--- src/rtl/dma_regs_pkg.sv ---
package dma_regs_pkg;

    localparam int REG_W  = 16;
    localparam int BYTE_W = 8;

    typedef struct packed {
        logic [REG_W-1:0] base_addr;
        logic [REG_W-1:0] cur_addr;
        logic [REG_W-1:0] base_cnt;
        logic [REG_W-1:0] cur_cnt;
        logic             mask;
        logic             dir;
        logic             autoinit;
        logic             single;
        logic             tc_sticky;
        logic             tc_pulse;
    } chan_state_t;

endpackage

--- src/rtl/dma_byte_ptr.sv ---
module dma_byte_ptr (
    input  logic clk,
    input  logic rst_n,
    input  logic clr,
    input  logic access,
    output logic hi_o
);

    logic ptr_d, ptr_q;

    always_comb begin
        ptr_d = ptr_q;
        if (clr) begin
            ptr_d = 1'b0;
        end else if (access) begin
            ptr_d = ~ptr_q;
        end
    end

    always_ff @(posedge clk) begin
        if (!rst_n) ptr_q <= 1'b0;
        else        ptr_q <= ptr_d;
    end

    assign hi_o = ptr_q;

    p_clear_low_r4: assert property (@(posedge clk) disable iff (!rst_n)
        clr |=> !hi_o);

    p_toggle_r3: assert property (@(posedge clk) disable iff (!rst_n)
        (access && !clr) |=> (hi_o != $past(hi_o)));

    p_idle_hold_r11: assert property (@(posedge clk) disable iff (!rst_n)
        (!access && !clr) |=> $stable(hi_o));

endmodule

--- src/rtl/dma_chan_slot.sv ---
module dma_chan_slot
    import dma_regs_pkg::*;
(
    input  logic              clk,
    input  logic              rst_n,
    input  logic              sel_hi,
    input  logic [BYTE_W-1:0] wdata,
    input  logic              wr_addr,
    input  logic              wr_cnt,
    input  logic              mask_wr,
    input  logic              mask_set,
    input  logic              mode_wr,
    input  logic              mode_dir,
    input  logic              mode_auto,
    input  logic              mode_single,
    input  logic              step,
    output logic [REG_W-1:0]  cur_addr_o,
    output logic [REG_W-1:0]  cur_cnt_o,
    output logic              mask_o,
    output logic              dir_o,
    output logic              auto_o,
    output logic              single_o,
    output logic              tc_flag_o,
    output logic              tc_pulse_o
);

    chan_state_t s_d, s_q;
    logic        live_step;
    logic        at_zero;
    logic        bus_touch;

    assign live_step = step && !s_q.mask;
    assign at_zero   = (s_q.cur_cnt == '0);
    assign bus_touch = wr_addr || wr_cnt || mask_wr || mode_wr;

    always_comb begin
        s_d          = s_q;
        s_d.tc_pulse = 1'b0;

        if (live_step) begin
            if (at_zero) begin
                s_d.tc_pulse = 1'b1;
                if (s_q.autoinit) begin
                    s_d.cur_addr = s_q.base_addr;
                    s_d.cur_cnt  = s_q.base_cnt;
                end else begin
                    s_d.cur_addr  = s_q.cur_addr + REG_W'(1);
                    s_d.cur_cnt   = '1;
                    s_d.mask      = 1'b1;
                    s_d.tc_sticky = 1'b1;
                end
            end else begin
                s_d.cur_addr = s_q.cur_addr + REG_W'(1);
                s_d.cur_cnt  = s_q.cur_cnt - REG_W'(1);
            end
        end

        if (wr_addr) begin
            if (sel_hi) begin
                s_d.base_addr[REG_W-1:BYTE_W] = wdata;
                s_d.cur_addr[REG_W-1:BYTE_W]  = wdata;
            end else begin
                s_d.base_addr[BYTE_W-1:0] = wdata;
                s_d.cur_addr[BYTE_W-1:0]  = wdata;
            end
        end

        if (wr_cnt) begin
            s_d.tc_sticky = 1'b0;
            if (sel_hi) begin
                s_d.base_cnt[REG_W-1:BYTE_W] = wdata;
                s_d.cur_cnt[REG_W-1:BYTE_W]  = wdata;
            end else begin
                s_d.base_cnt[BYTE_W-1:0] = wdata;
                s_d.cur_cnt[BYTE_W-1:0]  = wdata;
            end
        end

        if (mask_wr) begin
            s_d.mask = mask_set;
        end

        if (mode_wr) begin
            s_d.dir      = mode_dir;
            s_d.autoinit = mode_auto;
            s_d.single   = mode_single;
        end
    end

    always_ff @(posedge clk) begin
        if (!rst_n) begin
            s_q      <= '0;
            s_q.mask <= 1'b1;
        end else begin
            s_q <= s_d;
        end
    end

    assign cur_addr_o = s_q.cur_addr;
    assign cur_cnt_o  = s_q.cur_cnt;
    assign mask_o     = s_q.mask;
    assign dir_o      = s_q.dir;
    assign auto_o     = s_q.autoinit;
    assign single_o   = s_q.single;
    assign tc_flag_o  = s_q.tc_sticky;
    assign tc_pulse_o = s_q.tc_pulse;

    p_step_count_r7: assert property (@(posedge clk) disable iff (!rst_n)
        (step && !mask_o && cur_cnt_o != '0 && !bus_touch)
        |=> (cur_cnt_o == $past(cur_cnt_o) - REG_W'(1))
            && (cur_addr_o == $past(cur_addr_o) + REG_W'(1)));

    p_masked_step_r8: assert property (@(posedge clk) disable iff (!rst_n)
        (step && mask_o && !bus_touch)
        |=> $stable(cur_addr_o) && $stable(cur_cnt_o) && mask_o && !tc_pulse_o);

    p_tc_masks_r9: assert property (@(posedge clk) disable iff (!rst_n)
        (step && !mask_o && cur_cnt_o == '0 && !auto_o && !bus_touch)
        |=> mask_o && tc_flag_o && tc_pulse_o && (cur_cnt_o == '1));

    p_autoinit_reload_r10: assert property (@(posedge clk) disable iff (!rst_n)
        (step && !mask_o && cur_cnt_o == '0 && auto_o && !bus_touch)
        |=> !mask_o && tc_pulse_o && (cur_cnt_o == $past(s_q.base_cnt))
            && (cur_addr_o == $past(s_q.base_addr)));

    p_pulse_single_r9: assert property (@(posedge clk) disable iff (!rst_n)
        tc_pulse_o |=> !tc_pulse_o || $past(step));

endmodule

--- src/rtl/dma_chan_regs.sv ---
module dma_chan_regs
    import dma_regs_pkg::*;
#(
    parameter int NUM_CH = 4,
    parameter int ADDR_W = 4
) (
    input  logic                      clk,
    input  logic                      rst_n,
    input  logic [ADDR_W-1:0]         bus_addr,
    input  logic                      bus_wr,
    input  logic                      bus_rd,
    input  logic [BYTE_W-1:0]         bus_wdata,
    output logic [BYTE_W-1:0]         bus_rdata,
    input  logic                      step_valid,
    input  logic [$clog2(NUM_CH)-1:0] step_chan,
    output logic [NUM_CH-1:0]         mask_o,
    output logic [NUM_CH-1:0]         dir_o,
    output logic [NUM_CH-1:0]         auto_o,
    output logic [NUM_CH-1:0]         single_o,
    output logic [NUM_CH-1:0]         tc_flag_o,
    output logic [NUM_CH-1:0]         tc_pulse_o
);

    localparam int CH_W     = $clog2(NUM_CH);
    localparam int REG_PORTS = 2 * NUM_CH;
    localparam int P_MASK   = REG_PORTS;
    localparam int P_MODE   = REG_PORTS + 1;
    localparam int P_CLR    = REG_PORTS + 2;
    localparam int B_FLAG   = CH_W;
    localparam int B_DIR    = CH_W;
    localparam int B_AUTO   = CH_W + 1;
    localparam int B_SINGLE = CH_W + 2;

    logic              reg_port;
    logic [CH_W-1:0]   port_ch;
    logic              port_is_cnt;
    logic              ptr_hi;
    logic              ptr_clr;
    logic              ptr_access;
    logic              mask_wr_any;
    logic              mode_wr_any;
    logic [CH_W-1:0]   cmd_ch;
    logic              unused_wdata;

    logic [REG_W-1:0]  cur_addr_v [NUM_CH];
    logic [REG_W-1:0]  cur_cnt_v  [NUM_CH];

    assign reg_port    = (int'(bus_addr) < REG_PORTS);
    assign port_ch     = bus_addr[CH_W:1];
    assign port_is_cnt = bus_addr[0];
    assign ptr_clr     = bus_wr && (int'(bus_addr) == P_CLR);
    assign ptr_access  = (bus_wr || bus_rd) && reg_port;
    assign mask_wr_any = bus_wr && (int'(bus_addr) == P_MASK);
    assign mode_wr_any = bus_wr && (int'(bus_addr) == P_MODE);
    assign cmd_ch      = bus_wdata[CH_W-1:0];
    assign unused_wdata = ^bus_wdata[BYTE_W-1:B_SINGLE+1];

    dma_byte_ptr u_ptr (
        .clk    (clk),
        .rst_n  (rst_n),
        .clr    (ptr_clr),
        .access (ptr_access),
        .hi_o   (ptr_hi)
    );

    for (genvar i = 0; i < NUM_CH; i++) begin : g_ch
        logic this_reg;
        assign this_reg = bus_wr && reg_port && (port_ch == CH_W'(i));

        dma_chan_slot u_slot (
            .clk         (clk),
            .rst_n       (rst_n),
            .sel_hi      (ptr_hi),
            .wdata       (bus_wdata),
            .wr_addr     (this_reg && !port_is_cnt),
            .wr_cnt      (this_reg && port_is_cnt),
            .mask_wr     (mask_wr_any && (cmd_ch == CH_W'(i))),
            .mask_set    (bus_wdata[B_FLAG]),
            .mode_wr     (mode_wr_any && (cmd_ch == CH_W'(i))),
            .mode_dir    (bus_wdata[B_DIR]),
            .mode_auto   (bus_wdata[B_AUTO]),
            .mode_single (bus_wdata[B_SINGLE]),
            .step        (step_valid && (step_chan == CH_W'(i))),
            .cur_addr_o  (cur_addr_v[i]),
            .cur_cnt_o   (cur_cnt_v[i]),
            .mask_o      (mask_o[i]),
            .dir_o       (dir_o[i]),
            .auto_o      (auto_o[i]),
            .single_o    (single_o[i]),
            .tc_flag_o   (tc_flag_o[i]),
            .tc_pulse_o  (tc_pulse_o[i])
        );
    end

    always_comb begin
        logic [REG_W-1:0] word;
        word      = port_is_cnt ? cur_cnt_v[port_ch] : cur_addr_v[port_ch];
        bus_rdata = '0;
        if (bus_rd && reg_port) begin
            bus_rdata = ptr_hi ? word[REG_W-1:BYTE_W] : word[BYTE_W-1:0];
        end
    end

    p_idle_read_zero_r11: assert property (@(posedge clk) disable iff (!rst_n)
        (bus_rd && !reg_port) |-> (bus_rdata == '0));

    p_mask_one_ch_r5: assert property (@(posedge clk) disable iff (!rst_n)
        (mask_wr_any && !step_valid)
        |=> ($countones(mask_o ^ $past(mask_o)) <= 1));

endmodule

--- config.mk ---
export PLATFORM = sky130hd
export DESIGN_NAME = dma_chan_regs
export DESIGN_NICKNAME = d
export VERILOG_FILES = /design/src/rtl/dma_regs_pkg.sv /design/src/rtl/dma_byte_ptr.sv /design/src/rtl/dma_chan_slot.sv /design/src/rtl/dma_chan_regs.sv
export SDC_FILE = /design/constraint.sdc
export NUM_CORES = 1
export LEC_CHECK = 0
export ABC_AREA = 1
export ABC_CLOCK_PERIOD_IN_PS = 2370
export BUFFER_PORTS_ARGS = -buffer_cell sky130_fd_sc_hd__buf_2
export CAP_MARGIN = 10
export CORE_ASPECT_RATIO = 0.7
export CORE_MARGIN = 4
export CORE_UTILIZATION = 30
export DETAILED_ROUTE_END_ITERATION = 10
export GPL_TIMING_DRIVEN = 0
export PLACE_DENSITY_LB_ADDON = 0.08
export SLEW_MARGIN = 15
export SYNTH_ARGS = -nofsm -noshare
export SYNTH_HDL_FRONTEND = slang
export SYNTH_SLANG_ARGS = --single-unit
--- constraint.sdc ---
create_clock -name clk -period 2.37 [get_ports clk]
set_clock_uncertainty 0.1 [all_clocks]
set_input_delay 0.237 -clock clk [delete_from_list [all_inputs] [get_ports clk]]
set_output_delay 0.237 -clock clk [all_outputs]
set_load 0.02 [all_outputs]
==> flow_summary_export.csv, run 1 <==
group,metric,value,unit
run_status,outcome,"complete, but fails checks",
run_status,violations,"setup timing",
synth,synth_fa_ha_area_frac,0.008856,
final_layout,final_area,0.01991,sq mm
worst_setup_path,path_cells,"a22oi_1, o2111ai_1, nand3_1, a21oi_2, buf_2",
clock_network,cts_tree,"done",
route,drc,0,
timing,setup_viol,10,
grt,grt_usage,0.2576,
synth,yosys.area_share.simple,0.3911,
worst_setup_path,slowest_stage,"dfxtp_1",
final_layout,syn_to_final_growth,17.44,%
synth,yosysSeqAreaShare,0.3318,
grt,grt_pass1_vias,17390,
timing,fin_crit,2.417,ns
route,ant_nets,0,
floorplanning,dieArea,0.06044,sq mm
hold_path,hold_path.class,"input pin to flip-flop",
worst_setup_path,critPathMaxStageDelay,0.54,ns
synth,syn_avg_cell_area,6.112,sq um
route,routed_wl,79730,um
clock_network,cts_sinks,281,
synth,ys_seq_elements,281,
placed_design,postPlaceCellArea,0.01810,sq mm
synth,synth_top_family_by_area,"simple AND/OR/NAND/NOR gates",
route,first_iter_violations,1858,
synth,synth_top_area_frac,0.3318,
worst_setup_path,start_kind,"flip-flop",
floorplanning,fp.coreArea,0.05558,sq mm
timing,finalHoldViolations,0,
timing,final_max_slew_viol_count,0,
grt,grt_overflow_total,0,
synth,synth_xor_area_frac,0.01033,
placed_design,dp.cells,3556,
route,dr.pass1.iters,6,
timing,timing.final.crit_share,1.020,
placed_design,place_hpwl,59850,um
synth,yosysWarnings,0,
grt,antenna_found_initial,1,
worst_setup_path,path_max_fanout,6,
clock_network,cts_root_buf,"clkbuf_16",
placed_design,place_congestion,0.9447,
worst_setup_path,cp_data_required_time,2.03,ns
clock_network,cts-htree-levels,2,
route,vias,19050,
worst_setup_path,path_buf_inv,1,
synth,synth.largest_area_cell,"dfxtp_1",
synth,synthArstFlopShare,0,
synth,synth_edf_count,0,
power,peakVddDrop,0.3956,mV
synth,synth.area.top_cells,"dfxtp_1 (33%), nand2_1 (22%), a21oi_1 (8.8%), nand3_1 (6.1%), nor2_1 (5.1%)",
floorplanning,io_pins,51,
synth,syn_area,0.01695,sq mm
flow_run,drv_cap,0,
clock_network,clk_latency,0.56,ns
final_layout,nets,2907,
floorplanning,die_h,206.9,um
worst_setup_path,path_class,"flip-flop to output port",
final_layout,drive_gt1_frac,0.1235,
clock_network,cts_buffers,35,
clock_network,path_clk_slew,0.06,ns
timing,fmax,413.8,MHz
synth,synth_cell_types,47,
worst_setup_path,arrival,2.08,ns
worst_setup_path,cp-end-kind,"output port",
worst_setup_path,cp-startpoint,"g_ch[1].u_slot.cur_cnt_o[10]$_SDFF_PN0_",
floorplanning,initial_core_util,0.3050,
synth,syn-num-nets,2805,
timing,rsz0062_at_grt,"yes",
placed_design,port_buffers,42,
floorplanning,die_x,292.1,um
timing,max_slew_margin,0.1714,
route,routedWlPerCell,21.90,um
clock_network,clock_path_buffers,3,
final_layout,fin_cells,3640,
timing,final.setup.worst_slack,-0.04673,ns
grt,grt_pass1_wl,116800,um
final_layout,fillers,6117,
route,via_per_inst,5.233,
floorplanning,rows,72,
hold_path,hp-start,"bus_wdata[4]",
synth,synthMuxAreaShare,0.0005904,
worst_setup_path,r2r_start,"g_ch[3].u_slot.mask_o$_SDFFE_PN1P_",
synth,postSynthCellCount,2774,
timing,tightest_slew,1.243,ns
power,total_power,11800,uW
grt,grt_max_degree,13,
worst_setup_path,cp_top_family,"compound AO/OA/AOI/OAI gates",
power,powerDensity,592.6,mW/mm^2
synth,synth-compound-area-share,0.1576,
synth,ys_dominant_reg_cell,"dfxtp_1",
power,power.leakage,0.008113,uW
-- cells by family (layout without fill, tap and decap cells) --
logic type      after synthesis  in the layout
other cells                   0              1
fa+ha+maj                    12             12
simple gates               1580           1580
xor+xnor                     20             20
buf+inv                     387            512
compound gates              493            493
flops                       281            281
mux                           1              1
-- metal layers --
| layer | vias to the layer above | global-route usage | part of all wire |
|---|---|---|---|
| li1 | 9201 | - | - |
| met1 | 9050 | 0.3971 | 0.50 |
| met2 | 709 | 0.3680 | 0.40 |
| met3 | 87 | 0.04973 | 0.085 |
| met4 | 0 | 0.05474 | 0.019 |
| met5 | - | 0 | 0 |
-- Yosys cell counts (all sizes together), types with 16 or more instances --
cell type / n
o21ai: 112
nand3: 212
clkbuf: 68
buf: 81
nand4: 47
a21oi: 297
a22oi: 27
nand2: 1014
or2: 16
nor2: 266
inv: 234
dfxtp: 281
o22ai: 16
o211ai: 18
-- final timing paths --
kind | endpoint | slack, ns | cells after the start
setup / recovery | bus_rdata[2] | -0.05 | 5
hold / removal | g_ch[3].u_slot.single_o$_SDFFE_PN0P_ | 0.14 | 3
setup reg to reg | g_ch[3].u_slot.cur_addr_o[11]$_SDFF_PN0_ | 0.16 | 9
hold reg to reg | g_ch[3].u_slot.s_q[36]$_SDFFE_PN0P_ | 0.36 | 2
-- worst register-to-register path, stage by stage, from the launching register on --
cell	delay, ns
dfxtp_1	0.50
nor2_1	0.12
nand3_1	0.12
buf_2	0.29
buf_1	0.56
nor2_1	0.12
nand2_1	0.08
nand2_1	0.05
nand2_1	0.05
a21oi_1	0.06
-- timing repair --
item                       4_1_cts  5_1_grt
pin swaps                        8       13
gates resized for setup         53       74
setup endpoints to repair       50      141
hold buffers                     5        0
buffers inserted                 7       12
hold endpoints to repair         7        0
-- stage by stage --
stage	setup TNS [ns]	worst slack (ns)	utilization	hold slack [ns]
after global routing	-1.417	-0.09106	0.3582	0.1773
after detailed placement	-8.020	-0.2210	0.3256	0.3492
after floorplan	0	0.4852	-	0.2467
after global placement	-27.20	-0.5882	0.3255	0.3462
after CTS	-0.01800	-0.01169	0.3516	0.1246
final	-0.1753	-0.04673	0.3582	0.1374
-- power by group --
part | leakage (uW) | internal, uW | switching [uW] | total [uW]
registers | 0.00228 | 4770 | 65.9 | 4840
logic | 0.00525 | 310 | 884 | 1190
clock network | 0.000585 | 3450 | 2320 | 5770
-- registers in the layout, indices dropped and copies added (netlist names) --
| name | count |
|---|---|
| g_ch.u_slot.mask_o | 4 |
| g_ch.u_slot.dir_o | 4 |
| g_ch.u_slot.tc_pulse_o | 4 |
| g_ch.u_slot.cur_addr_o | 64 |
| g_ch.u_slot.cur_cnt_o | 64 |
| g_ch.u_slot.tc_flag_o | 4 |
| u_ptr.hi_o | 1 |
| g_ch.u_slot.auto_o | 4 |
| g_ch.u_slot.s_q | 128 |
| g_ch.u_slot.single_o | 4 |
-- cell type report --
type | instances | area (sq um) | share of cell area
plain buffers | 150 | 859.6 | 0.04317
well taps | 740 | 925.9 | 0.04650
inverters | 236 | 898.4 | 0.04512
repair buffers | 66 | 464.2 | 0.02331
clock inverters | 9 | 125.1 | 0.006284
multi-input cells | 2106 | 9913 | 0.4979
clock buffers | 51 | 1069 | 0.05367
diodes | 1 | 2.502 | 0.0001257
flip-flops and latches | 281 | 5653 | 0.2839
-- placed cells by master (no fill, tap or decap), types with 16 or more instances in the layout --
cell / synthesis / routed
nor2_2: 22 / 19
nor2_4: 12 / 17
o21ai_1: 16 / 16
nand4_1: 46 / 46
dfxtp_1: 281 / 259
nand3_1: 208 / 208
dfxtp_2: 0 / 22
o211ai_1: 18 / 18
nand2_1: 1011 / 1010
inv_2: 22 / 35
nor2_1: 231 / 229
buf_2: 37 / 67
clkbuf_16: 0 / 37
a22oi_1: 27 / 16
inv_1: 212 / 196
o21ai_0: 96 / 96
clkbuf_1: 67 / 59
buf_4: 30 / 51
a21oi_1: 297 / 288
Note: power is estimated with default switching activity, not from simulation.
==> inputs of run 2 (changes only) <==
--- a/config.mk
+++ b/config.mk
@@ -6,12 +6,12 @@
 export NUM_CORES = 1
 export LEC_CHECK = 0
 export ABC_AREA = 1
-export ABC_CLOCK_PERIOD_IN_PS = 2370
+export ABC_CLOCK_PERIOD_IN_PS = 1900
 export BUFFER_PORTS_ARGS = -buffer_cell sky130_fd_sc_hd__buf_2
 export CAP_MARGIN = 10
 export CORE_ASPECT_RATIO = 0.7
 export CORE_MARGIN = 4
-export CORE_UTILIZATION = 30
+export CORE_UTILIZATION = 55
 export DETAILED_ROUTE_END_ITERATION = 10
 export GPL_TIMING_DRIVEN = 0
 export PLACE_DENSITY_LB_ADDON = 0.08
==> constraint.sdc (replaced) <==
create_clock -name clk -period 1.9 [get_ports clk]
set_clock_uncertainty 0.1 [all_clocks]
set_input_delay 0.19 -clock clk [delete_from_list [all_inputs] [get_ports clk]]
set_output_delay 0.19 -clock clk [all_outputs]
set_load 0.02 [all_outputs]
==> flow_summary_export.csv, run 2 (synthesis results as in run 1) <==
group,metric,value,unit
run_status,outcome,"complete, but fails checks",
run_status,violations,"setup timing",
worst_setup_path,cp-end-kind,"output port",
grt,grt_overflow_total,0,
grt,grt_max_degree,14,
timing,setup_viol,71,
floorplanning,die_h,154.9,um
hold_path,hp-start,"bus_addr[1]",
grt,grt_pass1_vias,17720,
final_layout,fillers,2559,
floorplanning,fp.coreArea,0.03017,sq mm
worst_setup_path,path_max_fanout,6,
power,peakVddDrop,0.6790,mV
power,power.leakage,0.008644,uW
route,vias,20310,
final_layout,fin_cells,3352,
final_layout,final_area,0.02106,sq mm
clock_network,cts_root_buf,"clkbuf_16",
clock_network,clock_path_buffers,3,
final_layout,antenna_cells,0,
clock_network,path_clk_slew,0.07,ns
timing,rsz0062_at_grt,"yes",
timing,fin_crit,2.239,ns
final_layout,drive_gt1_frac,0.2201,
worst_setup_path,path_class,"flip-flop to output port",
timing,timing.final.crit_share,1.179,
placed_design,dp.cells,3228,
flow_run,drv_cap,0,
timing,hold_ws,0.06270,ns
route,via_per_inst,6.058,
final_layout,largest_reg_flops,128,
grt,antenna_found_initial,0,
floorplanning,dieArea,0.03374,sq mm
placed_design,place_hpwl,49510,um
timing,finalHoldViolations,0,
route,drc,0,
hold_path,hold_path.class,"input pin to flip-flop",
floorplanning,io_pins,51,
power,powerDensity,650.5,mW/mm^2
final_layout,mostFrequentLayoutCell,"nand2_1",
worst_setup_path,r2r_start,"g_ch[3].u_slot.cur_cnt_o[0]$_SDFF_PN0_",
clock_network,cts_buffers,28,
placed_design,postPlaceCellArea,0.01768,sq mm
final_layout,syn_to_final_growth,24.21,%
final_layout,nets,2951,
grt,grt_usage,0.3967,
timing,max_slew_margin,0.1074,
final_layout,final_core_util,0.6979,
floorplanning,rows,53,
final_layout,final_cell_mix,"nand2_1 (984), a21oi_1 (262), dfxtp_1 (193), nand3_1 (184), inv_1 (181)",
timing,fmax,446.6,MHz
worst_setup_path,arrival,1.95,ns
floorplanning,die_x,217.8,um
clock_network,cts_tree,"done",
grt,grt_pass1_wl,104700,um
timing,final_max_slew_viol_count,0,
timing,final.setup.worst_slack,-0.3392,ns
placed_design,place_congestion,1.028,
route,ant_nets,0,
route,dr.pass1.iters,6,
route,routed_wl,71250,um
placed_design,port_buffers,42,
worst_setup_path,start_kind,"flip-flop",
final_layout,max_flop_register,"g_ch.u_slot.s_q",
floorplanning,initial_core_util,0.5619,
worst_setup_path,cp-startpoint,"g_ch[0].u_slot.cur_addr_o[8]$_SDFF_PN0_",
clock_network,clk_latency,0.59,ns
route,routedWlPerCell,21.26,um
clock_network,cts_sinks,281,
route,first_iter_violations,3085,
timing,tightest_slew,1.339,ns
worst_setup_path,cp_data_required_time,1.61,ns
clock_network,cts-htree-levels,1,
## run 2: cell count changes in the layout (fill, tap and decap cells not counted), sizes merged
cell | previous run | this run
buf | 138 | 187
clkbuf | 122 | 115
clkinvlp | 4 | 2
clkdlybuf4s15 | 0 | 1
diode | 1 | 0
inv | 232 | 231
nand3 | 212 | 213
## run 2: final cells by class
class / instances / area (sq um) / share of cell area
inverters: 236 / 968.4 / 0.04599
plain buffers: 150 / 1002 / 0.04759
clock inverters: 6 / 105.1 / 0.004991
flip-flops and latches: 281 / 5801 / 0.2754
well taps: 412 / 515.5 / 0.02448
clock buffers: 44 / 862.1 / 0.04094
multi-input cells: 2107 / 10780 / 0.5117
repair buffers: 116 / 1030 / 0.04890
## run 2: critical path, cell delays in order, from the launching register on
cell     delay (ns)
dfxtp_2        0.36
a22oi_1        0.40
nand3_1        0.13
nand3_1        0.17
a21oi_2        0.10
buf_4          0.19
## run 2: final timing paths
path,to,slack (ns),depth (start not counted)
min reg2reg,g_ch[2].u_slot.s_q[66]$_SDFFE_PN0P_,0.36,2
max reg2reg,g_ch[3].u_slot.cur_cnt_o[2]$_SDFF_PN0_,-0.19,14
max,bus_rdata[0],-0.34,5
min,g_ch[1].u_slot.tc_flag_o$_SDFFE_PP0P_,0.06,4
## run 2: metal layers
layer | track usage | vias up | part of all wire
met1 | 0.5699 | 9394 | 0.41
met3 | 0.1058 | 226 | 0.14
met2 | 0.5667 | 1386 | 0.41
met4 | 0.1570 | 0 | 0.048
li1 | - | 9299 | -
met5 | 0 | - | 0
## run 2: report_power, final
group	switching (uW)	total, uW	internal, uW
combinational	1160	1670	508
sequential	84.4	6000	5920
clock	2530	6030	3500
total	3770	13700	9920
## run 2: per-stage QoR
| stage | setup slack, ns | TNS, ns | power [uW] |
|---|---|---|---|
| 2_1_floorplan | 0.01771 | 0 | 6963 |
| 3_3_place_gp | -0.5046 | -76.40 | 7413 |
| 3_5_place_dp | -0.5476 | -77.18 | 7425 |
| 4_1_cts | -0.3280 | -2.244 | 13430 |
| 5_1_grt | -0.3198 | -12.94 | 14000 |
| 6_report | -0.3392 | -7.716 | 13700 |
## run 2: what timing repair did
item                                    CTS  global route
hold buffers                              5             0
gates cloned                              5             7
endpoints found under the setup margin  214           163
setup buffers                            27            31
pin swaps                                35            96
endpoints found under the hold margin    10             0
gates resized for setup                 233           337
==> inputs of run 3 (changes only) <==
--- a/config.mk
+++ b/config.mk
@@ -15,7 +15,7 @@
 export DETAILED_ROUTE_END_ITERATION = 10
 export GPL_TIMING_DRIVEN = 0
 export PLACE_DENSITY_LB_ADDON = 0.08
-export SLEW_MARGIN = 15
+export SLEW_MARGIN = 40
 export SYNTH_ARGS = -nofsm -noshare
 export SYNTH_HDL_FRONTEND = slang
 export SYNTH_SLANG_ARGS = --single-unit
==> constraint.sdc (replaced) <==
create_clock -name clk -period 1.9 [get_ports clk]
set_clock_uncertainty 0.1 [all_clocks]
set_input_delay 0 -clock clk [delete_from_list [all_inputs] [get_ports clk]]
set_output_delay 0 -clock clk [all_outputs]
set_load 0.02 [all_outputs]
==> flow_summary_export.csv, run 3 (synthesis results as in run 1) <==
group,metric,value,unit
worst_setup_path,path_class,"flip-flop to output port",
route,ant_nets,0,
grt,grt_usage,0.4064,
run_status,violations,"setup timing",
hold_path,hold_path.class,"input pin to flip-flop",
clock_network,cts_root_buf,"clkbuf_16",
floorplanning,die_h,154.9,um
floorplanning,initial_core_util,0.5619,
route,dr.pass1.iters,8,
worst_setup_path,arrival,1.92,ns
floorplanning,dieArea,0.03374,sq mm
route,vias,20650,
placed_design,port_buffers,42,
route,first_iter_violations,3248,
final_layout,antenna_cells,0,
final_layout,drive_gt1_frac,0.2471,
worst_setup_path,path_max_fanout,5,
floorplanning,fp.coreArea,0.03017,sq mm
grt,gr-usage-met2,0.5810,
timing,finalHoldViolations,0,
timing,final.setup.worst_slack,-0.1221,ns
power,power.leakage,0.008864,uW
route,via_per_inst,6.104,
floorplanning,die_x,217.8,um
final_layout,final_cell_mix,"nand2_1 (976), a21oi_1 (251), dfxtp_1 (183), inv_1 (177), nor2_1 (166)",
placed_design,dp_slack,-0.5389,ns
placed_design,postPlaceCellArea,0.01769,sq mm
power,powerDensity,624.8,mW/mm^2
worst_setup_path,r2r_start,"g_ch[1].u_slot.cur_cnt_o[1]$_SDFF_PN0_",
timing,fin_crit,2.022,ns
final_layout,final_area,0.02157,sq mm
grt,grt_pass1_wl,107400,um
timing,final_max_slew_viol_count,0,
final_layout,mostFrequentLayoutCell,"nand2_1",
clock_network,cts-htree-levels,1,
grt,antenna_found_initial,2,
final_layout,nets,2980,
final_layout,max_flop_register,"g_ch.u_slot.s_q",
worst_setup_path,start_kind,"flip-flop",
grt,grt_use_met3,0.1218,
worst_setup_path,cp_data_required_time,1.80,ns
timing,max_slew_margin,0.3180,
grt,grt_busiest_layer,"met2",
clock_network,cts_sinks,281,
placed_design,place_hpwl,49590,um
timing,tightest_slew,1.023,ns
floorplanning,io_pins,51,
clock_network,path_clk_slew,0.06,ns
floorplanning,rows,53,
final_layout,largest_reg_flops,128,
flow_run,drv_cap,0,
clock_network,cts_buffers,29,
hold_path,hp-start,"rst_n",
power,peakVddDrop,0.6686,mV
grt,grt_pass1_vias,18140,
timing,fmax,494.5,MHz
run_status,outcome,"complete, but fails checks",
route,drc,0,
worst_setup_path,cp-startpoint,"g_ch[3].u_slot.cur_cnt_o[2]$_SDFF_PN0_",
worst_setup_path,cp-end-kind,"output port",
final_layout,final_core_util,0.7149,
timing,setup_viol,22,
grt,grt_overflow_total,0,
route,routed_wl,72980,um
placed_design,place_congestion,1.028,
clock_network,clk_latency,0.58,ns
clock_network,cts_tree,"done",
clock_network,clock_path_buffers,3,
final_layout,fin_cells,3383,
final_layout,syn_to_final_growth,27.23,%
placed_design,dp.cells,3228,
grt,use_met1,0.5757,
timing,rsz0062_at_grt,"yes",
route,routedWlPerCell,21.57,um
grt,grt_max_degree,15,
timing,timing.final.crit_share,1.064,
-- run 3: report_power, final --
group	internal, uW	switching, uW	total, uW
Combinational	535	1190	1730
Sequential	5930	86.3	6010
Clock	3110	2630	5740
Total	9570	3910	13500
-- run 3: area by class of cell --
type	count	area, sq um
clock inverter	13	107.6
inverter	236	967.2
buffer	146	973.4
multi-input combinational	2107	11060
timing repair buffer	148	1335
clock buffer	40	807.0
sequential	281	5801
tap	412	515.5
fill	2494	8602
-- run 3: timing repair --
item | CTS | global route
buffers inserted | 27 | 47
setup endpoints to repair | 214 | 220
resized for setup | 260 | 386
gates cloned | 8 | 4
pin swaps | 49 | 116
hold buffers | 23 | 2
hold endpoints to repair | 135 | 1
-- run 3: metrics by stage --
step / hold slack [ns] / power, uW / TNS [ns]
6_report: 0.03379 / 13480 / -1.008
3_3_place_gp: 0.1457 / 7413 / -49.41
4_1_cts: 0.003745 / 13180 / -1.500
3_5_place_dp: 0.1491 / 7425 / -42.81
5_1_grt: 0.03967 / 13790 / -5.087
2_1_floorplan: 0.009689 / 6963 / 0
-- run 3: worst paths after layout --
path / endpoint / slack (ns) / cells past startpoint
hold reg to reg: g_ch[1].u_slot.s_q[60]$_SDFFE_PN0P_ / 0.36 / 2
setup reg to reg: g_ch[1].u_slot.cur_addr_o[3]$_SDFF_PN0_ / -0.06 / 11
hold / removal: g_ch[1].u_slot.cur_addr_o[4]$_SDFF_PN0_ / 0.03 / 4
setup / recovery: bus_rdata[2] / -0.12 / 5
-- run 3: critical path: stages, from the launching register on --
cell	delay, ns
dfxtp_1	0.51
nand2_1	0.18
nand3_1	0.12
o211ai_1	0.14
a21oi_2	0.24
buf_6	0.15
-- run 3: routing by layer --
layer,up-vias,routed length (um)
li1,9347,-
met1,9511,29120
met2,1510,29700
met3,281,10550
met4,2,3593
met5,-,13
